--- config.mk ---
export PLATFORM = sky130hd
export DESIGN_NAME = irq_prio_ctrl
export DESIGN_NICKNAME = d
export VERILOG_FILES = /design/src/rtl/irq_pkg.sv /design/src/rtl/irq_level_map.sv /design/src/rtl/irq_pick.sv /design/src/rtl/irq_inservice.sv /design/src/rtl/irq_prio_ctrl.sv
export SDC_FILE = /design/constraint.sdc
export NUM_CORES = 1
export LEC_CHECK = 0
export BUFFER_PORTS_ARGS = -buffer_cell sky130_fd_sc_hd__buf_2
export CAP_MARGIN = 5
export CORE_ASPECT_RATIO = 2
export CORE_MARGIN = 5
export CORE_UTILIZATION = 40
export DETAILED_ROUTE_END_ITERATION = 16
export PLACE_DENSITY = 0.73
export SLEW_MARGIN = 20
export SYNTH_ARGS = -nofsm -noshare
export SYNTH_HDL_FRONTEND = slang
export SYNTH_SLANG_ARGS = --single-unit
--- constraint.sdc ---
create_clock -name clk -period 0.8 [get_ports clk]
set_clock_uncertainty 0.05 [all_clocks]
set_input_delay 0.12 -clock clk [delete_from_list [all_inputs] [get_ports clk]]
set_output_delay 0.12 -clock clk [all_outputs]
set_load 0.01 [all_outputs]
--- src/rtl/irq_pkg.sv ---
package irq_pkg;
  localparam int LVL_W   = 2;
  localparam int NUM_LVL = 1 << LVL_W;
  typedef logic [LVL_W-1:0]   lvl_t;
  typedef logic [NUM_LVL-1:0] lvl_vec_t;
endpackage

--- src/rtl/irq_level_map.sv ---
module irq_level_map
  import irq_pkg::*;
#(
  parameter int N_SRC = 8
) (
  input  logic [N_SRC-1:0]              irq_flag,
  input  logic [N_SRC-1:0]              irq_en,
  input  logic                          glob_en,
  input  logic [N_SRC-1:0]              prio_hi,
  input  logic [N_SRC-1:0]              prio_lo,
  output logic [NUM_LVL-1:0][N_SRC-1:0] lvl_req
);
  logic [N_SRC-1:0] live;

  assign live = irq_flag & irq_en & {N_SRC{glob_en}};

  for (genvar s = 0; s < N_SRC; s++) begin : g_src
    lvl_t s_lvl;
    assign s_lvl = {prio_hi[s], prio_lo[s]};
    for (genvar l = 0; l < NUM_LVL; l++) begin : g_lvl
      assign lvl_req[l][s] = live[s] && (s_lvl == lvl_t'(l));
    end
  end
endmodule

--- src/rtl/irq_pick.sv ---
module irq_pick
  import irq_pkg::*;
#(
  parameter int N_SRC = 8,
  parameter int IDX_W = 3
) (
  input  logic [NUM_LVL-1:0][N_SRC-1:0] lvl_req,
  output logic                          any_req,
  output lvl_t                          win_lvl,
  output logic [IDX_W-1:0]              win_idx
);
  lvl_vec_t         lvl_any;
  logic [N_SRC-1:0] top_row;

  for (genvar l = 0; l < NUM_LVL; l++) begin : g_any
    assign lvl_any[l] = |lvl_req[l];
  end

  always_comb begin
    win_lvl = '0;
    for (int l = 0; l < NUM_LVL; l++) begin
      if (lvl_any[l]) win_lvl = lvl_t'(l);
    end
  end

  assign any_req = |lvl_any;
  assign top_row = lvl_req[win_lvl];

  always_comb begin
    win_idx = '0;
    for (int s = N_SRC - 1; s >= 0; s--) begin
      if (top_row[s]) win_idx = IDX_W'(s);
    end
  end
endmodule

--- src/rtl/irq_inservice.sv ---
module irq_inservice
  import irq_pkg::*;
(
  input  logic     clk,
  input  logic     rst_n,
  input  logic     set_en,
  input  lvl_t     set_lvl,
  input  logic     rel_en,
  output lvl_vec_t ins_q,
  output logic     busy,
  output lvl_t     top_lvl
);
  lvl_vec_t ins_d;
  lvl_vec_t top_oh;

  always_comb begin
    top_lvl = '0;
    top_oh  = '0;
    for (int l = 0; l < NUM_LVL; l++) begin
      if (ins_q[l]) begin
        top_lvl = lvl_t'(l);
        top_oh  = lvl_vec_t'(1) << l;
      end
    end
  end

  assign busy = |ins_q;

  always_comb begin
    ins_d = ins_q;
    if (rel_en) ins_d = ins_d & ~top_oh;
    if (set_en) ins_d = ins_d | (lvl_vec_t'(1) << set_lvl);
  end

  always_ff @(posedge clk or negedge rst_n) begin
    if (!rst_n) begin
      ins_q <= '0;
    end else if (set_en || rel_en) begin
      ins_q <= ins_d;
    end
  end
endmodule

--- src/rtl/irq_prio_ctrl.sv ---
module irq_prio_ctrl
  import irq_pkg::*;
#(
  parameter int          N_SRC    = 8,
  parameter int          IDX_W    = (N_SRC > 1) ? $clog2(N_SRC) : 1,
  parameter int          VEC_W    = 16,
  parameter logic [15:0] VEC_BASE = 16'h0003
) (
  input  logic             clk,
  input  logic             rst_n,
  input  logic [N_SRC-1:0] irq_flag,
  input  logic [N_SRC-1:0] irq_en,
  input  logic             glob_en,
  input  logic [N_SRC-1:0] prio_hi,
  input  logic [N_SRC-1:0] prio_lo,
  input  logic             instr_last,
  input  logic             cfg_write,
  input  logic             reti_exec,
  output logic             call_req,
  output logic [VEC_W-1:0] call_vec,
  output logic [IDX_W-1:0] call_src
);
  localparam int STEP_SH = 3;

  logic [1:0]                    rst_pipe;
  logic                          rst_core_n;
  logic [NUM_LVL-1:0][N_SRC-1:0] lvl_req;
  logic                          any_req;
  lvl_t                          win_lvl;
  logic [IDX_W-1:0]              win_idx;
  lvl_vec_t                      ins_q;
  logic                          busy;
  lvl_t                          top_lvl;
  logic                          boundary_ok;
  logic                          level_ok;
  logic                          fire;
  logic                          rel;
  logic [VEC_W-1:0]              vec_d;

  always_ff @(posedge clk or negedge rst_n) begin
    if (!rst_n) rst_pipe <= '0;
    else        rst_pipe <= {rst_pipe[0], 1'b1};
  end
  assign rst_core_n = rst_pipe[1];

  irq_level_map #(.N_SRC(N_SRC)) map_i (
    .irq_flag (irq_flag),
    .irq_en   (irq_en),
    .glob_en  (glob_en),
    .prio_hi  (prio_hi),
    .prio_lo  (prio_lo),
    .lvl_req  (lvl_req)
  );

  irq_pick #(.N_SRC(N_SRC), .IDX_W(IDX_W)) pick_i (
    .lvl_req  (lvl_req),
    .any_req  (any_req),
    .win_lvl  (win_lvl),
    .win_idx  (win_idx)
  );

  assign boundary_ok = instr_last && !cfg_write && !reti_exec;
  assign level_ok    = !busy || (win_lvl > top_lvl);
  assign fire        = boundary_ok && any_req && level_ok;
  assign rel         = reti_exec;

  irq_inservice isv_i (
    .clk     (clk),
    .rst_n   (rst_core_n),
    .set_en  (fire),
    .set_lvl (win_lvl),
    .rel_en  (rel),
    .ins_q   (ins_q),
    .busy    (busy),
    .top_lvl (top_lvl)
  );

  assign vec_d = VEC_W'(VEC_BASE) + VEC_W'({win_idx, {STEP_SH{1'b0}}});

  always_ff @(posedge clk or negedge rst_core_n) begin
    if (!rst_core_n) begin
      call_req <= 1'b0;
    end else begin
      call_req <= fire;
    end
  end

  always_ff @(posedge clk or negedge rst_core_n) begin
    if (!rst_core_n) begin
      call_vec <= '0;
      call_src <= '0;
    end else if (fire) begin
      call_vec <= vec_d;
      call_src <= win_idx;
    end
  end
endmodule

Yosys cells after proc, flatten, opt, wreduce, memory -nomap -nowiden
Index checks and enable logic that the tools add are counted.
- $add $sub $neg: 1
- bitwise gates (word level): 5
- shift operators: 1
- muxes and demuxes: 22
- eq/ne operators: 24
- reduce and logical (&&, ||, !) cells: 54
- order comparisons: 2
- operator list (kind ; number):
    logical AND 1 bit ; 36
    == test 2 bit (second input constant) ; 16
    OR reduction 32 bit ; 1
    two-way mux 3 bit ; 8
    OR reduction 8 bit ; 3
    two-way mux 4 bit ; 5
    bitwise AND 8 bit ; 2
    binary-select mux 8 bit (select 2 bit) ; 1
    == test 2 x 1 -> 1 bit (second input constant) ; 8
    logical NOT 2 bit ; 8
    two-way mux 2 bit ; 4
    two-way mux 8 bit ; 1
    adder 2 x 6 -> 7 bit (first input constant) ; 1
    bitwise AND 4 bit ; 1
    NOT 4 bit ; 1
    OR 4 bit ; 1
    OR reduction 4 bit ; 1
    << shifter 1 x 2 -> 4 bit (first input constant) ; 1
    logical NOT 1 bit ; 3
    less-than comparator 2 x 3 -> 1 bit (second input constant) ; 1
    two-way mux 1 bit ; 3
    greater-than comparator 2 bit ; 1
    logical OR 1 bit ; 2
- output and inout bits: 20
- logic and storage cells: 114
- register bits after elaboration: 26

Longest topological paths before layout
Gate-level depths: netlist (run 1).
- depth in word-level cells: 18
- gate-level depth with buffers: 17
- gate-level depth less buffers: 14

Modules after synthesis
From an unflattened synthesis (run 1), not the netlist that was laid out.
- cells, all modules: 183
- area, all modules: 1476.4 sq um
- modules (own cells, without submodules) (module ; seq. area each (sq um) ; area an instance (sq um) ; cells each ; times used):
    irq_pick ; 0.0 ; 511.7 ; 67 ; 1
    irq_prio_ctrl ; 175.2 ; 432.9 ; 38 ; 1
    irq_level_map ; 0.0 ; 339.1 ; 58 ; 1
    irq_inservice ; 100.1 ; 192.7 ; 20 ; 1

Worst setup path after synthesis (run 1)
No wires, ideal clock.
- path type: input port to flip-flop
- from: input port glob_en
- to: register call_src[0]
- setup slack: -1.802 ns
- stages on the path: 15
- arrival time: 2.470 ns
- path buffers: 2
- cell sequence: buf_6 buf_6 nand4_1 nor2_1 a311oi_1 and4bb_2 inv_1 ha_1 a21oi_1 a21oi_1 o211ai_1 a41o_1 inv_1 mux2i_1 a31oi_1
- elaborated cells between the ends (all ways): 54
- those cells by class: 1 x order compare; 13 x mux; 1 x bitwise; 39 x reduce/logical
- RTL lines (item ; RTL line ; RTL):
    start: declaration ; irq_prio_ctrl.sv:13 ; input logic glob_en,
    bitwise AND 8 bit * ; irq_level_map.sv:15 ; assign live = irq_flag & irq_en & {N_SRC{glob_en}};
    logical AND 1 bit ; irq_level_map.sv:21 ; assign lvl_req[l][s] = live[s] && (s_lvl == lvl_t'(l));
    OR reduction 8 bit ; irq_pick.sv:16 ; assign lvl_any[l] = |lvl_req[l];
    two-way mux 1 bit ; irq_pick.sv:22 ; if (lvl_any[l]) win_lvl = lvl_t'(l);
    two-way mux 2 bit (2 in a row) ; irq_pick.sv:22 ;
    greater-than comparator 2 bit ; irq_prio_ctrl.sv:63 ; assign level_ok = !busy || (win_lvl > top_lvl);
    logical OR 1 bit ; irq_prio_ctrl.sv:63 ;
    logical AND 1 bit * ; irq_prio_ctrl.sv:64 ; assign fire = boundary_ok && any_req && level_ok;
    net fire ; irq_prio_ctrl.sv:36 ; logic fire;
    end signal: assignment ; irq_prio_ctrl.sv:94 ; call_src <= win_idx;
    end: declaration ; irq_prio_ctrl.sv:21 ; output logic [IDX_W-1:0] call_src
Mark *: on every way through the listed nets, which the timed path passes. The rest lies on a longest branch. The select of a mux whose other input is x is not followed.
A chain may end at the register's enable or synchronous reset.

Final worst setup path (run 1)
- from: input port glob_en
- to: register call_src[1]
- longest elaborated chain between the ends: 16
- elaborated cells between the ends (all ways): 54
- those cells by class: 1 x order compare; 13 x mux; 1 x bitwise; 39 x reduce/logical
- ends and longest elaborated chain (item ; RTL line ; RTL):
    bitwise AND 8 bit * ; irq_level_map.sv:15 ;
    logical AND 1 bit ; irq_level_map.sv:21 ;
    OR reduction 8 bit ; irq_pick.sv:16 ;
    two-way mux 1 bit ; irq_pick.sv:22 ;
    two-way mux 2 bit (2 in a row) ; irq_pick.sv:22 ;
    binary-select mux 8 bit (select 2 bit) ; irq_pick.sv:27 ; assign top_row = lvl_req[win_lvl];
    two-way mux 8 bit (implied by the code) ; irq_pick.sv:27 ;
    two-way mux 3 bit (8 in a row) ; irq_pick.sv:32 ; if (top_row[s]) win_idx = IDX_W'(s);
Every way passes the cells marked *; elsewhere a longest branch is shown, timed or not. The select of a mux whose other input is x is not followed.

==> results of run 1 <==
what timing repair did:
item	CTS	global route
gates resized for setup	24	15
hold buffers	1	0
setup endpoints to repair	18	18
endpoints found under the hold margin	2	0
pin swaps	19	17
buffers inserted	16	4
gates cloned	1	0
synthesized netlist by cell type (3+ instances only):
library cell / number / share of area (%)
o32ai_1: 4 / 2.8
a21oi_1: 4 / 1.6
buf_6: 3 / 2.7
o221ai_1: 3 / 2.1
inv_1: 12 / 3.6
nand3_1: 12 / 4.8
xnor2_1: 3 / 2.1
mux2i_1: 3 / 2.4
dfrtp_1: 11 / 22
nand2b_1: 4 / 2.0
o21ai_0: 5 / 2.0
o31ai_1: 3 / 1.8
nand2_1: 8 / 2.4
buf_4: 15 / 9.0
nand4_1: 8 / 4.0
nor3_1: 4 / 1.6
and3_1: 6 / 3.0
nor2_1: 8 / 2.4
sequential cells by signal, indices dropped and copies added (netlist names):
register     count
isv_i.ins_q      4
rst_pipe         2
call_src         3
call_vec         1
call_req         1
metal layers:
| layer | vias to the layer above | global-route usage [%] |
|---|---|---|
| met5 | - | 0 |
| met4 | 0 | 18.4 |
| met3 | 25 | 2.84 |
| met2 | 90 | 42.5 |
| met1 | 820 | 20.6 |
| li1 | 794 | - |
cell type report:
class / count / share of cell area [%]
clock buffers: 4 / 2.02
repair buffers: 116 / 37.1
flip-flops and latches: 11 / 12.4
multi-input cells: 125 / 44.7
well taps: 30 / 1.69
inverters: 12 / 2.14
per-stage QoR:
stage	hold slack [ns]	cells	utilization [%]
2_1_floorplan	-0.226	166	-
3_3_place_gp	-0.145	276	61.7
3_5_place_dp	-0.144	276	61.7
4_1_cts	0.105	298	72.2
5_1_grt	0.142	298	74.7
6_report	0.0960	298	74.7
power breakdown:
part / leakage [nW] / total (mW) / switching, mW / internal (mW)
combinational: 0.914 / 1.44 / 0.712 / 0.731
sequential: 0.139 / 0.694 / 0.0615 / 0.633
clock: 0.0228 / 0.544 / 0.195 / 0.349
total: 1.08 / 2.68 / 0.968 / 1.71
logic make-up (layout without fill, tap and decap cells):
| group | Yosys count | in the layout |
|---|---|---|
| buffers and inverters | 30 | 132 |
| multiplexers | 3 | 3 |
| AND/OR/NAND/NOR | 65 | 65 |
| adder cells (fa/ha/maj) | 2 | 2 |
| other | 2 | 12 |
| flip-flops | 11 | 11 |
| AO/OA/AOI/OAI | 40 | 40 |
| XOR/XNOR | 3 | 3 |
cell usage in the layout, fill, tap and decap left out, types with 4 or more instances in the layout:
cell type / count
buf_4: 67
inv_1: 8
dfrtp_1: 11
buf_6: 4
buf_2: 41
nand2b_1: 4
nand2_1: 7
o32ai_2: 4
nand3_1: 10
and3_4: 4
nor2_1: 7
nor3_1: 4
conb_1: 12
and3_1: 4
nand4_1: 8
path summary, 6_finish.rpt:
check / slack [ns] / end / depth (start not counted) / startpoint
min in group clk: 0.24 / isv_i.ins_q[3]$_DFFE_PN0P_ / 4 / reti_exec
setup / recovery: -1.49 / call_src[1]$_DFFE_PN0P_ / 14 / glob_en
setup reg to reg: -1.20 / call_src[1]$_DFFE_PN0P_ / 7 / isv_i.ins_q[3]$_DFFE_PN0P_
hold / removal: 0.1 / call_src[2]$_DFFE_PN0P_ / 0 / rst_pipe[1]$_DFF_PN0_
max in group asynchronous: 0.33 / call_vec[1]$_DFFE_PN0P_ / 0 / rst_pipe[1]$_DFF_PN0_
hold reg to reg: 0.1 / call_src[2]$_DFFE_PN0P_ / 0 / rst_pipe[1]$_DFF_PN0_
==> metrics.yaml, run 1 <==
outcome:
  status: "complete, but fails checks"
  violations: "setup timing"
cells_and_area:
  multi_input_area_um2: 993
  fin_nets: 309
  fillers: 207
  layout-drive-gt1-share_pct: 57.5
  diodes: 0
  seq_area_um2: 275
  syn2layout_area_growth_pct: 77.3
  design_area_um2: 2220
synth:
  yosysWarnings: 0
  synth_seq_cells: 11
  synth_edf_count: 0
  synth_xor_area_share_pct: 2.09
  ys_types: 48
  syn_area_per_cell_um2: 8.04
  synth_top_family_by_area: "simple AND/OR/NAND/NOR gates"
  synth-simple-area-share_pct: 29.2
  syn_inst: 156
  synthAdderAreaFrac_pct: 1.99
  muxShareOfSynthArea_pct: 2.39
  seq_area_frac_synth_pct: 21.9
  async_reset_ff_share_pct: 100
  synth_compound_area_share_pct: 26.5
  syn_area_um2: 1250
  synthFlopType: "dfrtp_1"
sta:
  worstMarginPinSlew_ns: 0.553
  period_minus_slack_ns: 2.29
  finalSetupTns_ns: -13.29
  finalCritPeriodShare_pct: 286
  hold_violations: 0
  drv_slew: 0
  max_slew_margin_pct: 62.2
  finalSetupViolations: 18
  rsz0062_at_grt: "true"
  layout_setup_ws_ns: -1.49
  timing.fmax_ghz: 0.437
clock_tree:
  root_buffer: "clkbuf_8"
  htreeDepth: 1
  clk_latency_ns: 0.23
  cts_made_buffers: 3
  cts.reportedPaths.clkPinSlew_ns: 0.05
  clockBufferDepth: 2
  cts_tree: "built"
  clock_sinks: 11
routing:
  top_layer_used: "met4"
  routed_wl_um: 5220
  detail_route.iter0.violations: 66
  met2_wirelength_um: 2930
  drcViolationCount: 0
  met3_length_um: 320
  routedWlPerCell_um: 17.5
  via_per_inst: 5.80
  detail-route-antenna-nets: 0
  drt-met1-wl_um: 1670
  dr.pass1.iters: 4
  vias: 1729
floorplanning:
  core_area_um2: 2980
  die_w_um: 49.6
  std_cell_rows: 28
  die-area_um2: 4430
  dieHeight_um: 89.2
  start_util_pct: 42.1
  io_pins: 58
place:
  place_ws_ns: -1.96
  dpl_cell_area_um2: 1840
  hpwl_um: 3580
  gp_congestion: 0.954
  numPortBuffers: 46
setup_path:
  crit_chain: "buf_12 -> buf_4 -> nand4_1 -> o32ai_2 -> nor2_2 -> and4bb_2 -> inv_4 -> ha_4 -> a21oi_2 -> a21oi_2 -> o211ai_1 -> a41o_2 -> buf_4 -> o31ai_4"
  setup.worst_path.end_class: "flop"
  worst_ep_arrival_time_ns: 2.38
  path_class: "in -> reg"
  cp-start-kind: "primary input"
  crit_fanout: 8
  cp_slowest_cell: "and4bb_2"
  cp.required_ns: 0.89
  critPathTopFamily: "compound AO/OA/AOI/OAI gates"
  crit_buf_inv: 4
  max_stage_delay_ns: 0.30
pwr:
  power_mw: 2.68
  p_leak_nw: 1.08
  p_per_area_nw_per_um2: 1200
  ir_drop_uv: 1000
flow_run:
  maxCapViolCount: 0
grt:
  antenna_found_initial: 0
  grt_start_max_net_pins: 10
  grt_pass1_vias: 1795
  grt_pass1_wl_um: 7860
  grt_usage_pct: 22.5
  overflow: 0
min_path:
  hold_path_class: "reg -> async"
Note: power is estimated with default switching activity, not from simulation.
==> run 2: changes to the inputs <==
--- a/config.mk
+++ b/config.mk
@@ -5,13 +5,15 @@
 export SDC_FILE = /design/constraint.sdc
 export NUM_CORES = 1
 export LEC_CHECK = 0
+export ABC_AREA = 1
 export BUFFER_PORTS_ARGS = -buffer_cell sky130_fd_sc_hd__buf_2
 export CAP_MARGIN = 5
 export CORE_ASPECT_RATIO = 2
 export CORE_MARGIN = 5
 export CORE_UTILIZATION = 40
 export DETAILED_ROUTE_END_ITERATION = 16
-export PLACE_DENSITY = 0.73
+export PLACE_DENSITY = 0.71
+export SETUP_SLACK_MARGIN = 0.4
 export SLEW_MARGIN = 20
 export SYNTH_ARGS = -nofsm -noshare
 export SYNTH_HDL_FRONTEND = slang
==> metrics.yaml, run 2 <==
place:
  numPortBuffers: 46
  place_ws_ns: -1.47
  gp_congestion: 0.880
  hpwl_um: 3330
synth:
  yosysMostFrequentCell: "nand2_1"
  netlist_top_cells_area: "dfrtp_1 (19%), nand2_1 (19%), nor2_1 (12%)"
  synth_edf_count: 0
  async_reset_ff_share_pct: 100
  synth_seq_cells: 11
  synth_compound_area_share_pct: 12.1
  synth-simple-area-share_pct: 48.5
  synth_top_family_by_area: "simple AND/OR/NAND/NOR gates"
  synthAdderAreaFrac_pct: 1.76
  synth_xor_area_share_pct: 0
  syn_area_um2: 1420
  synth_top_cell_area_share_pct: 19.4
  ys_types: 27
  synthTopCellsByCount: "nand2_1 (73), nor2_1 (44), inv_1 (27)"
  seq_area_frac_synth_pct: 19.4
  synthFlopType: "dfrtp_1"
  yosys.area.top_type: "dfrtp_1"
  muxShareOfSynthArea_pct: 0
  syn_inst: 241
  syn_area_per_cell_um2: 5.90
  yosysWarnings: 0
clock_tree:
  root_buffer: "clkbuf_8"
  clockBufferDepth: 2
  cts_made_buffers: 3
  cts_tree: "built"
  cts.reportedPaths.clkPinSlew_ns: 0.05
  htreeDepth: 1
  clk_latency_ns: 0.24
  clock_sinks: 11
floorplanning:
  core_area_um2: 3420
  io_pins: 58
  die_w_um: 52.2
  die-area_um2: 4920
  dieHeight_um: 94.3
  start_util_pct: 41.6
  std_cell_rows: 30
sta:
  hold_violations: 0
  drv_slew: 0
  period_minus_slack_ns: 1.87
  timing.fmax_ghz: 0.534
  layout_setup_ws_ns: -1.07
  finalCritPeriodShare_pct: 234
  holdWs_ns: 0.0849
  rsz0062_at_grt: "true"
  finalSetupViolations: 18
  finalSetupTns_ns: -10.08
setup_path:
  critPathTopFamily: "simple AND/OR/NAND/NOR gates"
  crit_buf_inv: 2
  cp_slowest_cell: "ha_4"
  path_class: "in -> reg"
  crit_fanout: 5
  setup.worst_path.end_class: "flop"
  cp.required_ns: 0.91
  crit_chain: "buf_16 -> nand3_2 -> nor2_1 -> nor2_1 -> nand2_1 -> nor2_4 -> nand2_2 -> ha_4 -> inv_2 -> nor2_2 -> o21ai_1 -> a21oi_1 -> o21ai_2 -> a21oi_2 -> nand2_1 -> o21ai_1"
  worst_ep_arrival_time_ns: 1.99
  max_stage_delay_ns: 0.28
  cp-start-kind: "primary input"
cells_and_area:
  fin_nets: 360
  top_register: "isv_i.ins_q"
  fillers: 337
  final_cell_mix: "nand2_1 (66), buf_2 (43), buf_4 (34)"
  largest_reg_flops: 4
  layout-drive-gt1-share_pct: 43.3
  final_common_cell: "nand2_1"
  fin_util_pct: 62.9
  diodes: 0
  reg.largest.list: "isv_i.ins_q (4), call_src (3), rst_pipe (2)"
  syn2layout_area_growth_pct: 51.1
grt:
  grt_start_max_net_pins: 14
  grt_usage_pct: 17.6
  grt_pass1_wl_um: 6510
  overflow: 0
  antenna_found_initial: 0
  grt_pass1_vias: 1609
routing:
  routed_wl_um: 4460
  detail-route-antenna-nets: 0
  dr.pass1.iters: 4
  via_per_inst: 4.81
  vias: 1767
  drcViolationCount: 0
  detail_route.iter0.violations: 49
  routedWlPerCell_um: 12.2
pwr:
  p_per_area_nw_per_um2: 1300
  p_leak_nw: 1.16
  ir_drop_uv: 831
  power_mw: 2.79
outcome:
  violations: "setup timing"
  status: "complete, but fails checks"
min_path:
  hold_path_class: "reg -> async"
flow_run:
  maxCapViolCount: 0
run 2: kinds of logic after synthesis:
family	after synthesis
buf+inv	46
flops	11
fa+ha+maj	2
compound gates	31
other cells	2
simple gates	149
run 2: metal layers:
| metal | share of wire, % | vias to the layer above | GRT usage (%) |
|---|---|---|---|
| li1 | - | 885 | - |
| met1 | 30 | 812 | 15.1 |
| met2 | 61 | 55 | 35.1 |
| met3 | 3.7 | 15 | 1.43 |
| met4 | 4.6 | 0 | 12.2 |
| met5 | 0 | - | 0 |
run 2: path summary, 6_finish.rpt:
| kind | start | end | slack, ns | cells after the start |
|---|---|---|---|---|
| max | glob_en | call_src[2]$_DFFE_PN0P_ | -1.07 | 16 |
| min | rst_pipe[1]$_DFF_PN0_ | call_req$_DFF_PN0_ | 0.08 | 0 |
| max reg2reg | isv_i.ins_q[2]$_DFFE_PN0P_ | call_src[2]$_DFFE_PN0P_ | -0.94 | 9 |
| min reg2reg | rst_pipe[1]$_DFF_PN0_ | call_req$_DFF_PN0_ | 0.08 | 0 |
| max in group asynchronous | rst_pipe[1]$_DFF_PN0_ | call_vec[1]$_DFFE_PN0P_ | 0.36 | 0 |
| min in group clk | reti_exec | isv_i.ins_q[3]$_DFFE_PN0P_ | 0.15 | 3 |
run 2: timing repair:
action / 4_1_cts / 5_1_grt
hold endpoints to repair: 2 / 0
pin swaps: 29 / 15
buffers inserted: 11 / 3
gates resized for setup: 33 / 17
hold buffers: 1 / 0
cloned: 1 / 0
endpoints found under the setup margin: 28 / 28
run 2: layout make-up:
type / instances / area [um^2] / area share (%)
clock buffers: 4 / 45.0 / 2.10
inverters: 28 / 108 / 5.01
flip-flops and latches: 11 / 275 / 12.8
well taps: 48 / 60.1 / 2.80
multi-input cells: 194 / 1100 / 51.3
repair buffers: 82 / 558 / 26.0
run 2: through the flow:
stage | instances | cell area [um^2]
4_1_cts | 364 | 2070
3_3_place_gp | 347 | 1790
3_5_place_dp | 347 | 1790
6_report | 367 | 2150
5_1_grt | 367 | 2150
2_1_floorplan | 251 | 1520
run 2: power breakdown:
part	internal [mW]	total (mW)	switching [mW]	leakage (nW)
clock network	0.348	0.541	0.193	0.0228
logic	0.688	1.54	0.855	0.993
registers	0.650	0.709	0.0583	0.140
total	1.69	2.79	1.11	1.16
